`src/rtl/droop_pkg.sv`:
```
// Shared constants, register layouts and pin-to-level mapping for the
// supply-droop alarm unit. Assumes three alarm levels and four pins.
package droop_pkg;

    localparam int NLVL    = 3;
    localparam int NOUT    = 4;
    localparam int BASE_MV = 3300;
    localparam int STEP_MV = 100;

    // register addresses
    localparam int A_LCFG0 = 0;
    localparam int A_OCFG0 = 4;
    localparam int A_PEND  = 8;
    localparam int A_MASK  = 9;
    localparam int A_STAT  = 10;
    localparam int A_REL   = 11;

    // per-level configuration byte
    typedef struct packed {
        logic       rsvd;
        logic [2:0] db;
        logic       en;
        logic [2:0] thr;
    } lvl_cfg_t;

    // per-pin behaviour bits
    typedef struct packed {
        logic sticky;
        logic pol;
        logic en;
    } out_cfg_t;

    // alarm level that drives pin k
    function automatic int pin_level(input int k);
        return (k == 0) ? 1 : (k == 1) ? 0 : 2;
    endfunction

    // release-bit position for an alarm level
    function automatic int rel_bit(input int lvl);
        return (lvl == 2) ? 1 : (lvl == 0) ? 2 : 3;
    endfunction

endpackage

```
`src/rtl/droop_level.sv`:
```
// One alarm level: threshold compare plus symmetric debounce.
// Assumes the voltage code is already synchronous to clk.
module droop_level
    import droop_pkg::*;
#(
    parameter int VW      = 12,
    parameter int DB_STEP = 3
) (
    input  logic          clk,
    input  logic          rst_n,
    input  logic [VW-1:0] volt_mv,
    input  lvl_cfg_t      cfg,
    output logic          alarm,
    output logic          flip
);
    localparam int MAXN  = 7 * DB_STEP;
    localparam int CNT_W = $clog2(MAXN + 1);

    logic [VW-1:0]    thr_mv;
    logic             cond;
    logic [CNT_W-1:0] need_n;
    logic [CNT_W-1:0] cnt;

    // threshold, compare result and window length from the config byte
    always_comb begin
        thr_mv = VW'(BASE_MV - STEP_MV * int'(cfg.thr));
        cond   = cfg.en && (volt_mv < thr_mv);
        need_n = (cfg.db == 3'd0) ? CNT_W'(1) : CNT_W'(int'(cfg.db) * DB_STEP - 1);
        flip   = (cond != alarm) && ({1'b0, cnt} + 1'b1 >= {1'b0, need_n});
    end

    // count consecutive disagreeing edges and update the alarm
    always_ff @(posedge clk) begin
        if (!rst_n) begin
            alarm <= 1'b0;
            cnt   <= '0;
        end else if (cond == alarm) begin
            cnt   <= '0;
        end else if (flip) begin
            alarm <= cond;
            cnt   <= '0;
        end else begin
            cnt   <= cnt + 1'b1;
        end
    end


    flip_cause_chk: assert property (@(posedge clk) disable iff (!rst_n)
        (alarm != $past(alarm)) |-> ($past(cond) == alarm));


    cnt_range_chk: assert property (@(posedge clk) disable iff (!rst_n)
        cnt < CNT_W'(MAXN));

endmodule

```
`src/rtl/droop_irq.sv`:
```
// Pending/mask registers and the active-low interrupt line.
// Assumes flip pulses mark the edge at which an alarm changes.
module droop_irq
    import droop_pkg::*;
(
    input  logic            clk,
    input  logic            rst_n,
    input  logic [NLVL-1:0] flip,
    input  logic            wr_pend,
    input  logic            wr_mask,
    input  logic [NLVL-1:0] wbits,
    output logic [NLVL-1:0] pend,
    output logic [NLVL-1:0] mask,
    output logic            irq_n
);
    // latch alarm changes, clear on write-one; a new change wins
    always_ff @(posedge clk) begin
        if (!rst_n) begin
            pend <= '0;
        end else begin
            pend <= (pend & ~(wr_pend ? wbits : '0)) | flip;
        end
    end

    // mask register, all masked after reset
    always_ff @(posedge clk) begin
        if (!rst_n) begin
            mask <= '1;
        end else if (wr_mask) begin
            mask <= wbits;
        end
    end

    // drive interrupt low for any unmasked pending bit
    always_comb irq_n = ~|(pend & ~mask);


    pend_source_chk: assert property (@(posedge clk) disable iff (!rst_n)
        (pend & ~$past(pend) & ~$past(flip)) == '0);


    set_wins_chk: assert property (@(posedge clk) disable iff (!rst_n)
        ($past(flip) & ~pend) == '0);

endmodule

```
`src/rtl/droop_output.sv`:
```
// One protective pin: enable, polarity and sticky hold with release.
// Assumes clr is a one-cycle pulse from a release-register write.
module droop_output
    import droop_pkg::*;
(
    input  logic     clk,
    input  logic     rst_n,
    input  out_cfg_t ocfg,
    input  logic     alarm,
    input  logic     clr,
    output logic     pin,
    output logic     held
);
    logic active;

    // hold while sticky; release only when alarm has gone
    always_ff @(posedge clk) begin
        if (!rst_n) begin
            held <= 1'b0;
        end else begin
            held <= ocfg.sticky & (alarm | (held & ~clr));
        end
    end

    // apply enable and polarity
    always_comb begin
        active = alarm | held;
        pin    = ocfg.en ? (active ^ ocfg.pol) : ocfg.pol;
    end


    hold_keep_chk: assert property (@(posedge clk) disable iff (!rst_n)
        ($past(held) && $past(ocfg.sticky) && !$past(clr)) |-> held);


    active_release_chk: assert property (@(posedge clk) disable iff (!rst_n)
        ($past(alarm) && $past(ocfg.sticky)) |-> held);

endmodule

```
`src/rtl/droop_alarm_unit.sv`:
```
// Top of the supply-droop alarm unit: register file, three alarm levels,
// interrupt logic and four protective pins. Assumes a synchronous
// single-cycle write strobe and a combinational read.
module droop_alarm_unit
    import droop_pkg::*;
#(
    parameter int VW      = 12,
    parameter int AW      = 4,
    parameter int DB_STEP = 3
) (
    input  logic            clk,
    input  logic            rst_n,
    input  logic [VW-1:0]   volt_mv,
    input  logic            reg_we,
    input  logic [AW-1:0]   reg_addr,
    input  logic [7:0]      reg_wdata,
    output logic [7:0]      reg_rdata,
    output logic            irq_n,
    output logic [NOUT-1:0] prot_out
);
    lvl_cfg_t        lcfg [NLVL];
    out_cfg_t        ocfg [NOUT];
    logic [NLVL-1:0] alarm, flip, pend, mask;
    logic [NOUT-1:0] held;
    logic [7:0]      rel_rd;
    logic            wr_rel;

    // configuration and behaviour register writes
    always_ff @(posedge clk) begin
        if (!rst_n) begin
            for (int i = 0; i < NLVL; i++) lcfg[i] <= '0;
            for (int k = 0; k < NOUT; k++) ocfg[k] <= '0;
        end else if (reg_we) begin
            for (int i = 0; i < NLVL; i++)
                if (reg_addr == AW'(A_LCFG0 + i)) lcfg[i] <= lvl_cfg_t'(reg_wdata);
            for (int k = 0; k < NOUT; k++)
                if (reg_addr == AW'(A_OCFG0 + k)) ocfg[k] <= out_cfg_t'(reg_wdata[2:0]);
        end
    end

    always_comb wr_rel = reg_we && (reg_addr == AW'(A_REL));

    genvar gi;
    generate
        for (gi = 0; gi < NLVL; gi++) begin : g_lvl
            droop_level #(.VW(VW), .DB_STEP(DB_STEP)) u_lvl (
                .clk     (clk),
                .rst_n   (rst_n),
                .volt_mv (volt_mv),
                .cfg     (lcfg[gi]),
                .alarm   (alarm[gi]),
                .flip    (flip[gi])
            );
        end
        for (gi = 0; gi < NOUT; gi++) begin : g_out
            localparam int LV = pin_level(gi);
            localparam int RB = rel_bit(LV);
            droop_output u_out (
                .clk   (clk),
                .rst_n (rst_n),
                .ocfg  (ocfg[gi]),
                .alarm (alarm[LV]),
                .clr   (wr_rel & reg_wdata[RB]),
                .pin   (prot_out[gi]),
                .held  (held[gi])
            );
        end
    endgenerate

    droop_irq u_irq (
        .clk     (clk),
        .rst_n   (rst_n),
        .flip    (flip),
        .wr_pend (reg_we && (reg_addr == AW'(A_PEND))),
        .wr_mask (reg_we && (reg_addr == AW'(A_MASK))),
        .wbits   (reg_wdata[NLVL-1:0]),
        .pend    (pend),
        .mask    (mask),
        .irq_n   (irq_n)
    );

    // gather held flags into their release-bit positions
    always_comb begin
        rel_rd = '0;
        for (int k = 0; k < NOUT; k++)
            rel_rd[rel_bit(pin_level(k))] = rel_rd[rel_bit(pin_level(k))] | held[k];
    end

    // read-back multiplexer
    always_comb begin
        reg_rdata = '0;
        for (int i = 0; i < NLVL; i++)
            if (reg_addr == AW'(A_LCFG0 + i)) reg_rdata = lcfg[i];
        for (int k = 0; k < NOUT; k++)
            if (reg_addr == AW'(A_OCFG0 + k)) reg_rdata = {5'd0, ocfg[k]};
        if (reg_addr == AW'(A_PEND)) reg_rdata = {5'd0, pend};
        if (reg_addr == AW'(A_MASK)) reg_rdata = {5'd0, mask};
        if (reg_addr == AW'(A_STAT)) reg_rdata = {5'd0, alarm};
        if (reg_addr == AW'(A_REL))  reg_rdata = rel_rd;
    end

endmodule

```
`config.mk`:
```
export PLATFORM = sky130hd
export DESIGN_NAME = droop_alarm_unit
export DESIGN_NICKNAME = d
export VERILOG_FILES = /design/src/rtl/droop_pkg.sv /design/src/rtl/droop_level.sv /design/src/rtl/droop_irq.sv /design/src/rtl/droop_output.sv /design/src/rtl/droop_alarm_unit.sv
export SDC_FILE = /design/constraint.sdc
export NUM_CORES = 1
export LEC_CHECK = 0
export ABC_AREA = 1
export ABC_CLOCK_PERIOD_IN_PS = 5900
export BUFFER_PORTS_ARGS = -buffer_cell sky130_fd_sc_hd__buf_2
export CORE_ASPECT_RATIO = 0.8
export CORE_MARGIN = 5
export CORE_UTILIZATION = 50
export CTS_CLUSTER_DIAMETER = 80
export DETAILED_ROUTE_END_ITERATION = 8
export GPL_ROUTABILITY_DRIVEN = 0
export HOLD_SLACK_MARGIN = 0.08
export PLACE_DENSITY = 0.69
export SYNTH_ARGS = -nofsm -noshare
export SYNTH_HDL_FRONTEND = slang
export SYNTH_SLANG_ARGS = --single-unit
```
`constraint.sdc`:
```
create_clock -name clk -period 5.9 [get_ports clk]
set_input_delay 0.59 -clock clk [delete_from_list [all_inputs] [get_ports clk]]
set_output_delay 0.59 -clock clk [all_outputs]
set_load 0.05 [all_outputs]
```
==> results of run 1 <==
[stage by stage]
step / setup slack [ns] / utilization, % / power (mW)
after CTS: 2.814 / 57.97 / 1.490
after floorplan: 3.321 / - / 0.8742
after detailed placement: 2.833 / 54.98 / 0.9781
final: 2.838 / 57.97 / 1.485
after global placement: 2.922 / 54.98 / 0.9576
after global routing: 2.575 / 57.97 / 1.580
[where the power goes]
group          internal (mW)  leakage (nW)  switching [mW]
Sequential             0.508         0.572          0.0368
Clock                  0.324         0.130           0.189
Combinational          0.155          2.10           0.273
Total                  0.987          2.80           0.499
[metal layers]
metal  vias to the layer above  track usage, %
li1                       2176               -
met1                      1989           27.79
met2                       126           32.85
met3                        10           4.207
met4                         0           3.962
met5                         -               0
[logic make-up (layout without fill, tap and decap cells)]
logic type	Yosys count	in the layout	share of synthesized area, %
AO/OA/AOI/OAI	69	69	8.329
XOR/XNOR	30	30	5.253
buffers and inverters	116	164	9.005
adder cells (fa/ha/maj)	72	72	18.16
AND/OR/NAND/NOR	290	290	26.44
flip-flops	64	64	32.82
[cell usage in the layout (no fill, tap or decap), types with 7 or more instances in the layout]
| cell | instances |
|---|---|
| sky130_fd_sc_hd__o21ai_0 | 25 |
| sky130_fd_sc_hd__buf_2 | 37 |
| sky130_fd_sc_hd__nor2_2 | 16 |
| sky130_fd_sc_hd__ha_1 | 71 |
| sky130_fd_sc_hd__edfxtp_1 | 36 |
| sky130_fd_sc_hd__nand2_1 | 120 |
| sky130_fd_sc_hd__nor2_1 | 75 |
| sky130_fd_sc_hd__xor2_1 | 19 |
| sky130_fd_sc_hd__nand3_1 | 37 |
| sky130_fd_sc_hd__nand4_1 | 14 |
| sky130_fd_sc_hd__or2_2 | 8 |
| sky130_fd_sc_hd__inv_1 | 103 |
| sky130_fd_sc_hd__xnor2_1 | 11 |
| sky130_fd_sc_hd__dfxtp_1 | 28 |
| sky130_fd_sc_hd__a21oi_1 | 19 |
| sky130_fd_sc_hd__inv_2 | 7 |
| sky130_fd_sc_hd__clkbuf_16 | 9 |
[sequential cells by signal, summed over array words and instances, names as in the netlist]
name / count
u_irq.pend: 3
g_lvl.u_lvl.alarm: 3
ocfg: 12
lcfg: 24
g_out.u_out.held: 4
g_lvl.u_lvl.cnt: 15
u_irq.mask: 3
[worst register-to-register path: stages, from the launching register on]
cell and delay (ns):
sky130_fd_sc_hd__edfxtp_1 0.44, sky130_fd_sc_hd__inv_1 0.17, sky130_fd_sc_hd__ha_1 0.29, sky130_fd_sc_hd__nand2_1 0.07, sky130_fd_sc_hd__inv_1 0.05, sky130_fd_sc_hd__ha_1 0.33
sky130_fd_sc_hd__a21oi_1 0.19, sky130_fd_sc_hd__xnor2_1 0.15, sky130_fd_sc_hd__ha_1 0.26, sky130_fd_sc_hd__a21o_1 0.18, sky130_fd_sc_hd__nand2_1 0.05, sky130_fd_sc_hd__nand2_1 0.05
sky130_fd_sc_hd__a21oi_1 0.24, sky130_fd_sc_hd__nand3_1 0.14, sky130_fd_sc_hd__nand2_1 0.12, sky130_fd_sc_hd__nand3_2 0.14, sky130_fd_sc_hd__nor2_1 0.12
[final cells by class]
type                            count  share of cell area, %
Timing Repair Buffer               38                  3.431
Clock buffer                       10                  4.077
Clock inverter                      6                  1.069
Tap cell                          136                  3.030
Sequential cell                    64                  29.23
Inverter                          110                  7.351
Multi-Input combinational cell    461                  51.82
[how the worst max path moves through the flow]
stage / startpoint / endpoint / cells past startpoint
after global placement: lcfg[0][17] / g_lvl[2].u_lvl.cnt[0] / 16
after global routing: lcfg[0][9] / g_lvl[1].u_lvl.cnt[2] / 16
after CTS: lcfg[0][9] / g_lvl[1].u_lvl.cnt[1] / 16
after detailed placement: lcfg[0][9] / g_lvl[1].u_lvl.cnt[1] / 16
after floorplan: lcfg[0][9] / g_lvl[1].u_lvl.cnt[0] / 16
final: lcfg[0][9] / g_lvl[1].u_lvl.cnt[1] / 16
==> impl_metrics.yaml, run 1 <==
critical_path:
  timing.critical_path.cells: "inv_1 > ha_1 > nand2_1 > inv_1 > ha_1 > a21oi_1 > xnor2_1 > ha_1 > a21o_1 > nand2_1 > nand2_1 > a21oi_1 > nand3_1 > nand2_1 > nand3_2 > nor2_1"
  r2r_cells: 16
  rr_endpoint: "g_lvl[1].u_lvl.cnt[1]"
  critical-path-top-cell-by-count: "sky130_fd_sc_hd__nand2_1"
  regToRegStartpoint: "lcfg[0][9]"
  critical_path.n_buffers_inverters: 2
  critPathRequiredTime_ns: 6.16
  critPathTopFamily: "adder cells"
  worst_ep_arrival_time_ns: 3.32
  path_class: "register to register"
  slowest_delay_ns: 0.44
  worst_setup_path_end_kind: "register"
  critical_path.slowest_cell: "sky130_fd_sc_hd__edfxtp_1"
  regToRegSetupSlack_ns: 2.84
  critPathMaxFanout: 5
  type_of_origin_of_the_critical_path: "register"
timing:
  min_period_ns: 3.062
  rsz0062_at_grt: "no"
  hold_violations: 0
  totalNegativeSetupSlack_ns: 0
  worst_clock_skew_ns: 0.004247
  clock.fmax_ghz: 0.3265
  final.period_utilization_pct: 51.91
  fin_max_slew_vios: 0
  setup_viol: 0
  max_slew.worst_pin.slew_ns: 1.199
  worst_hold_slack_ns: 0.4912
  slew_headroom_pct: 19.23
cts:
  post_cts_hold_buffer_count: 0
  clk_path_buf_depth: 2
  tritoncts_clock_tree: "built"
  tritoncts_num_sinks: 64
  cts_repair_resize_count: 0
  cts.root.buffer_cell: "sky130_fd_sc_hd__clkbuf_16"
  cts_setup_buffers: 0
  cts.htree.levels: 3
  insertion_delay_ns: 0.32
  clk_pin_slew_ns: 0.06
  numCtsBuffers: 9
pwr:
  power_leakage_nw: 2.804
  cellPowerDensity_nw_per_um2: 264.4
  vdd_ir_drop_max_v: 0.0001651
layout:
  final_design_area_no_fill_um2: 5617
  multiInputGateArea_um2: 2910
  final_net_count: 783
  seq_area_um2: 1642
  stdcell_count: 825
  filler_cell_count: 901
  number_of_antenna_cells_inserted: 0
  area.growth.synth_to_final_pct: 12.28
  layout-drive-gt1-share_pct: 14.51
routing:
  postRouteAntennaNets: 0
  remaining_drc_errors: 0
  drt-initial-drc-count: 359
  vias: 4301
  wl_met3_um: 630
  drt_pre_antenna_iters: 5
  postRouteWirelength_um: 11750
  met2_wire_length_um: 5477
  avgRoutedWirePerCell_um: 14.24
  top_layer: "met4"
  m1WireLength_um: 5521
  via_per_inst: 5.213
yosys:
  syn-instance-count: 641
  synth_top_cells_by_count: "120 x sky130_fd_sc_hd__nand2_1, 103 x sky130_fd_sc_hd__inv_1, 75 x sky130_fd_sc_hd__nor2_1, 71 x sky130_fd_sc_hd__ha_1, 37 x sky130_fd_sc_hd__nand3_1"
  yosysWarningCount: 0
  yosys.area.top_type_share_pct: 21.61
  ys_seq_area_share_pct: 32.82
  synth-seq-cells: 64
  synth_async_sr_flop_share_pct: 0
  synth.cell_area_um2: 5002
  synth_fp_nets: 740
  synth_area_per_cell_um2: 7.804
  post-synth-top-count-cell: "sky130_fd_sc_hd__nand2_1"
  synth_enable_flop_cells: 36
  synth_top_cells_by_area: "sky130_fd_sc_hd__edfxtp_1 22%, sky130_fd_sc_hd__ha_1 18%, sky130_fd_sc_hd__dfxtp_1 11%, sky130_fd_sc_hd__nand2_1 9.0%, sky130_fd_sc_hd__inv_1 7.7%"
  dominantRegCellSynth: "sky130_fd_sc_hd__edfxtp_1"
  post_synth_num_cell_types: 31
  yosysTopAreaCell: "sky130_fd_sc_hd__edfxtp_1"
global_route:
  pin_count_of_the_biggest_net_entering_global_routing: 20
  grt_use_total_pct: 20.12
  grt_pass1_vias: 4156
  overflow: 0
  initial_antenna_violation_count: 0
  first_pass_grt_wire_length_um: 19510
floorplan:
  initial_core_util_pct: 51.63
  die-area_um2: 12120
  design.portCount: 40
  chipWidth_um: 121.8
  die_height_um: 99.47
  core.rowCount: 32
  floorplan.core_area_um2: 9689
min_path:
  worst_hold_path_type: "register to register"
  worstHoldEndpoint: "g_lvl[0].u_lvl.cnt[0]"
  whs_path_depth: 1
  hold_path.startpoint: "g_lvl[0].u_lvl.cnt[0]"
place:
  dpl-instance-area_um2: 5328
  placedCellCount: 809
  buffer_ports.inserted: 37
  detailed_place_hpwl_um: 9505
flow_run:
  max_cap_violations: 0
status:
  result_of_the_run: "finished clean"
Note: power is estimated with default switching activity, not from simulation.
==> run 2: changes to the inputs <==
Settings changed: ABC_AREA 1 to 0, ABC_CLOCK_PERIOD_IN_PS 5900 to 2800, PLACE_DENSITY 0.69 to 0.72.
Clock period 5.9 ns to 2.8 ns, I/O delays scaled along.
==> impl_metrics.yaml, run 2 <==
layout:
  stdcell_count: 736
  max_ffs_per_register: 24
  layout_commonest_cell: "sky130_fd_sc_hd__ha_1"
  largestRegisters: "lcfg: 24 flops, g_lvl.u_lvl.cnt: 15 flops, ocfg: 12 flops"
  most_flop_heavy_register: "lcfg"
  final_net_count: 711
  number_of_antenna_cells_inserted: 0
  layout-drive-gt1-share_pct: 25.45
  layout_common_cells: "62 x sky130_fd_sc_hd__ha_1, 58 x sky130_fd_sc_hd__buf_4, 37 x sky130_fd_sc_hd__buf_2"
  area.growth.synth_to_final_pct: 27.90
flow_run:
  max_cap_violations: 0
cts:
  numCtsBuffers: 9
  cts.root.buffer_cell: "sky130_fd_sc_hd__clkbuf_16"
  cts.htree.levels: 3
  clk_pin_slew_ns: 0.06
  post_cts_hold_buffer_count: 0
  tritoncts_num_sinks: 64
  insertion_delay_ns: 0.33
  clk_path_buf_depth: 2
  tritoncts_clock_tree: "built"
routing:
  drt_pre_antenna_iters: 4
  via_per_inst: 5.730
  postRouteWirelength_um: 12410
  drt-initial-drc-count: 345
  postRouteAntennaNets: 0
  remaining_drc_errors: 0
  vias: 4217
  avgRoutedWirePerCell_um: 16.86
status:
  result_of_the_run: "finished with violations"
  failed_checks: "setup timing"
yosys:
  synth_area_per_cell_um2: 9.425
  synth_top_cells_by_count: "71 x sky130_fd_sc_hd__ha_1, 36 x sky130_fd_sc_hd__edfxtp_1, 36 x sky130_fd_sc_hd__nor2_1, 35 x sky130_fd_sc_hd__o21ai_0, 33 x sky130_fd_sc_hd__nand2_1"
  synth_top_cells_by_area: "sky130_fd_sc_hd__edfxtp_1 22%, sky130_fd_sc_hd__ha_1 18%, sky130_fd_sc_hd__dfxtp_1 11%, sky130_fd_sc_hd__xnor2_1 5.7%, sky130_fd_sc_hd__o21ai_0 3.6%"
  dominantRegCellSynth: "sky130_fd_sc_hd__edfxtp_1"
  synth-seq-cells: 64
  yosys.area.top_type_share_pct: 22.06
  ys_seq_area_share_pct: 33.50
  syn-instance-count: 520
  synth_fp_nets: 619
  yosysWarningCount: 0
  yosysTopAreaCell: "sky130_fd_sc_hd__edfxtp_1"
  synth_enable_flop_cells: 36
  synth.cell_area_um2: 4901
  synth_async_sr_flop_share_pct: 0
  post-synth-top-count-cell: "sky130_fd_sc_hd__ha_1"
  post_synth_num_cell_types: 58
critical_path:
  r2r_cells: 11
  type_of_origin_of_the_critical_path: "register"
  timing.critical_path.cells: "inv_2 > ha_4 > and2_4 > ha_4 > or4_4 > ha_4 > o21ai_2 > a311o_1 > o21a_1 > a2111o_1 > a21boi_1"
  critPathRequiredTime_ns: 3.07
  regToRegStartpoint: "lcfg[0][9]"
  critical_path.slowest_cell: "sky130_fd_sc_hd__or4_4"
  rr_endpoint: "g_lvl[1].u_lvl.cnt[4]"
  critical-path-top-cell-by-count: "sky130_fd_sc_hd__ha_4"
  regToRegSetupSlack_ns: -0.27
  worst_ep_arrival_time_ns: 3.33
  path_class: "register to register"
  slowest_delay_ns: 0.49
  critPathMaxFanout: 5
  worst_setup_path_end_kind: "register"
global_route:
  grt_pass1_vias: 4146
  first_pass_grt_wire_length_um: 20110
  grt_use_total_pct: 21.11
  initial_antenna_violation_count: 0
  pin_count_of_the_biggest_net_entering_global_routing: 25
  overflow: 0
timing:
  setup_viol: 19
  slew_headroom_pct: 48.66
  worst_clock_skew_ns: 0.005249
  min_period_ns: 3.066
  final.period_utilization_pct: 109.5
  rsz0062_at_grt: "yes"
  clock.fmax_ghz: 0.3261
  max_slew.worst_pin.slew_ns: 0.7631
  timing.final.ws_setup_ns: -0.2663
  hold_violations: 0
  fin_max_slew_vios: 0
floorplan:
  chipWidth_um: 120.7
  core.rowCount: 32
  die_height_um: 98.55
  initial_core_util_pct: 51.00
  floorplan.core_area_um2: 9609
  design.portCount: 40
  die-area_um2: 11890
pwr:
  vdd_ir_drop_max_v: 0.0005556
  cellPowerDensity_nw_per_um2: 567.0
  report.power.total_mw: 3.554
  power_leakage_nw: 2.660
min_path:
  hold_path.startpoint: "reg_wdata[1]"
  whs_path_depth: 3
  worstHoldEndpoint: "u_irq.mask[1]"
  worst_hold_path_type: "primary input to register"
place:
  buffer_ports.inserted: 37
  placedCellCount: 710
  detailed_place_hpwl_um: 9484
[run 2: worst max-delay path by stage]
stage          startpoint                     to  slack [ns]  depth (start not counted)
6_report       lcfg[0][9]  g_lvl[1].u_lvl.cnt[4]       -0.27                         11
2_1_floorplan  lcfg[0][9]  g_lvl[1].u_lvl.cnt[0]       -0.25                         11
4_1_cts        lcfg[0][9]  g_lvl[1].u_lvl.cnt[3]       -0.28                         11
3_5_place_dp   lcfg[0][9]  g_lvl[1].u_lvl.cnt[3]       -0.38                         11
3_3_place_gp   lcfg[0][9]  g_lvl[1].u_lvl.cnt[0]       -0.28                         11
5_1_grt        lcfg[0][9]  g_lvl[1].u_lvl.cnt[1]       -0.38                         11
[run 2: cell type report]
type | instances | area (um2)
well taps | 119 | 148.9
inverters | 33 | 123.9
flip-flops and latches | 64 | 1642
repair buffers | 99 | 665.6
clock buffers | 9 | 225.2
multi-input cells | 405 | 3343
fillers | 770 | 3341
clock inverters | 7 | 120.1
[run 2: metal layers]
layer | vias up | routed length [um] | global-route usage (%)
met5 | - | 0 | 0
met3 | 14 | 871 | 5.565
met2 | 145 | 5735 | 33.96
met1 | 1997 | 5671 | 28.61
li1 | 2061 | - | -
met4 | 0 | 129 | 4.878
[run 2: stage by stage]
stage | area (um2) | setup WS [ns] | util [%] | TNS (ns) | hold WS, ns
floorplan | 5005 | -0.2491 | - | -1.244 | 0.4179
global placement | 5644 | -0.2831 | 58.74 | -2.489 | 0.4719
detailed placement | 5644 | -0.3809 | 58.74 | -4.270 | 0.4805
CTS | 6233 | -0.2834 | 64.87 | -3.156 | 0.2391
global route | 6269 | -0.3767 | 65.23 | -5.591 | 0.2652
finish | 6269 | -0.2663 | 65.23 | -2.961 | 0.2493
[run 2: repair_timing]
item,4_1_cts,5_1_grt
endpoints found under the setup margin,21,21
pin swaps,26,7
gates resized for setup,30,4
buffers inserted,11,1
[run 2: logic make-up (layout without fill, tap and decap cells)]
family                     count (synthesis)  count (layout)  synth area share [%]
and+or+nand+nor                          162             162                 17.00
AOI/OAI and AO/OA                        110             110                 14.81
adders and majority gates                 72              72                 18.53
DFF                                       64              64                 33.50
buffers and inverters                     51             148                 4.263
xor gates and xnor gates                  44              44                 7.863
muxes                                     17              17                 4.034
[run 2: report_power, final]
group / internal [mW] / total (mW) / switching, mW
Clock: 0.870 / 1.29 / 0.423
Sequential: 1.06 / 1.13 / 0.0707
Combinational: 0.522 / 1.13 / 0.606
[run 2: critical path: cells and delay by family (launching register included)]
family	cells	cell delay, ns
compound gates	5	1.12
fa+ha+maj	3	0.70
simple gates	2	0.63
flops	1	0.42
buf+inv	1	0.12
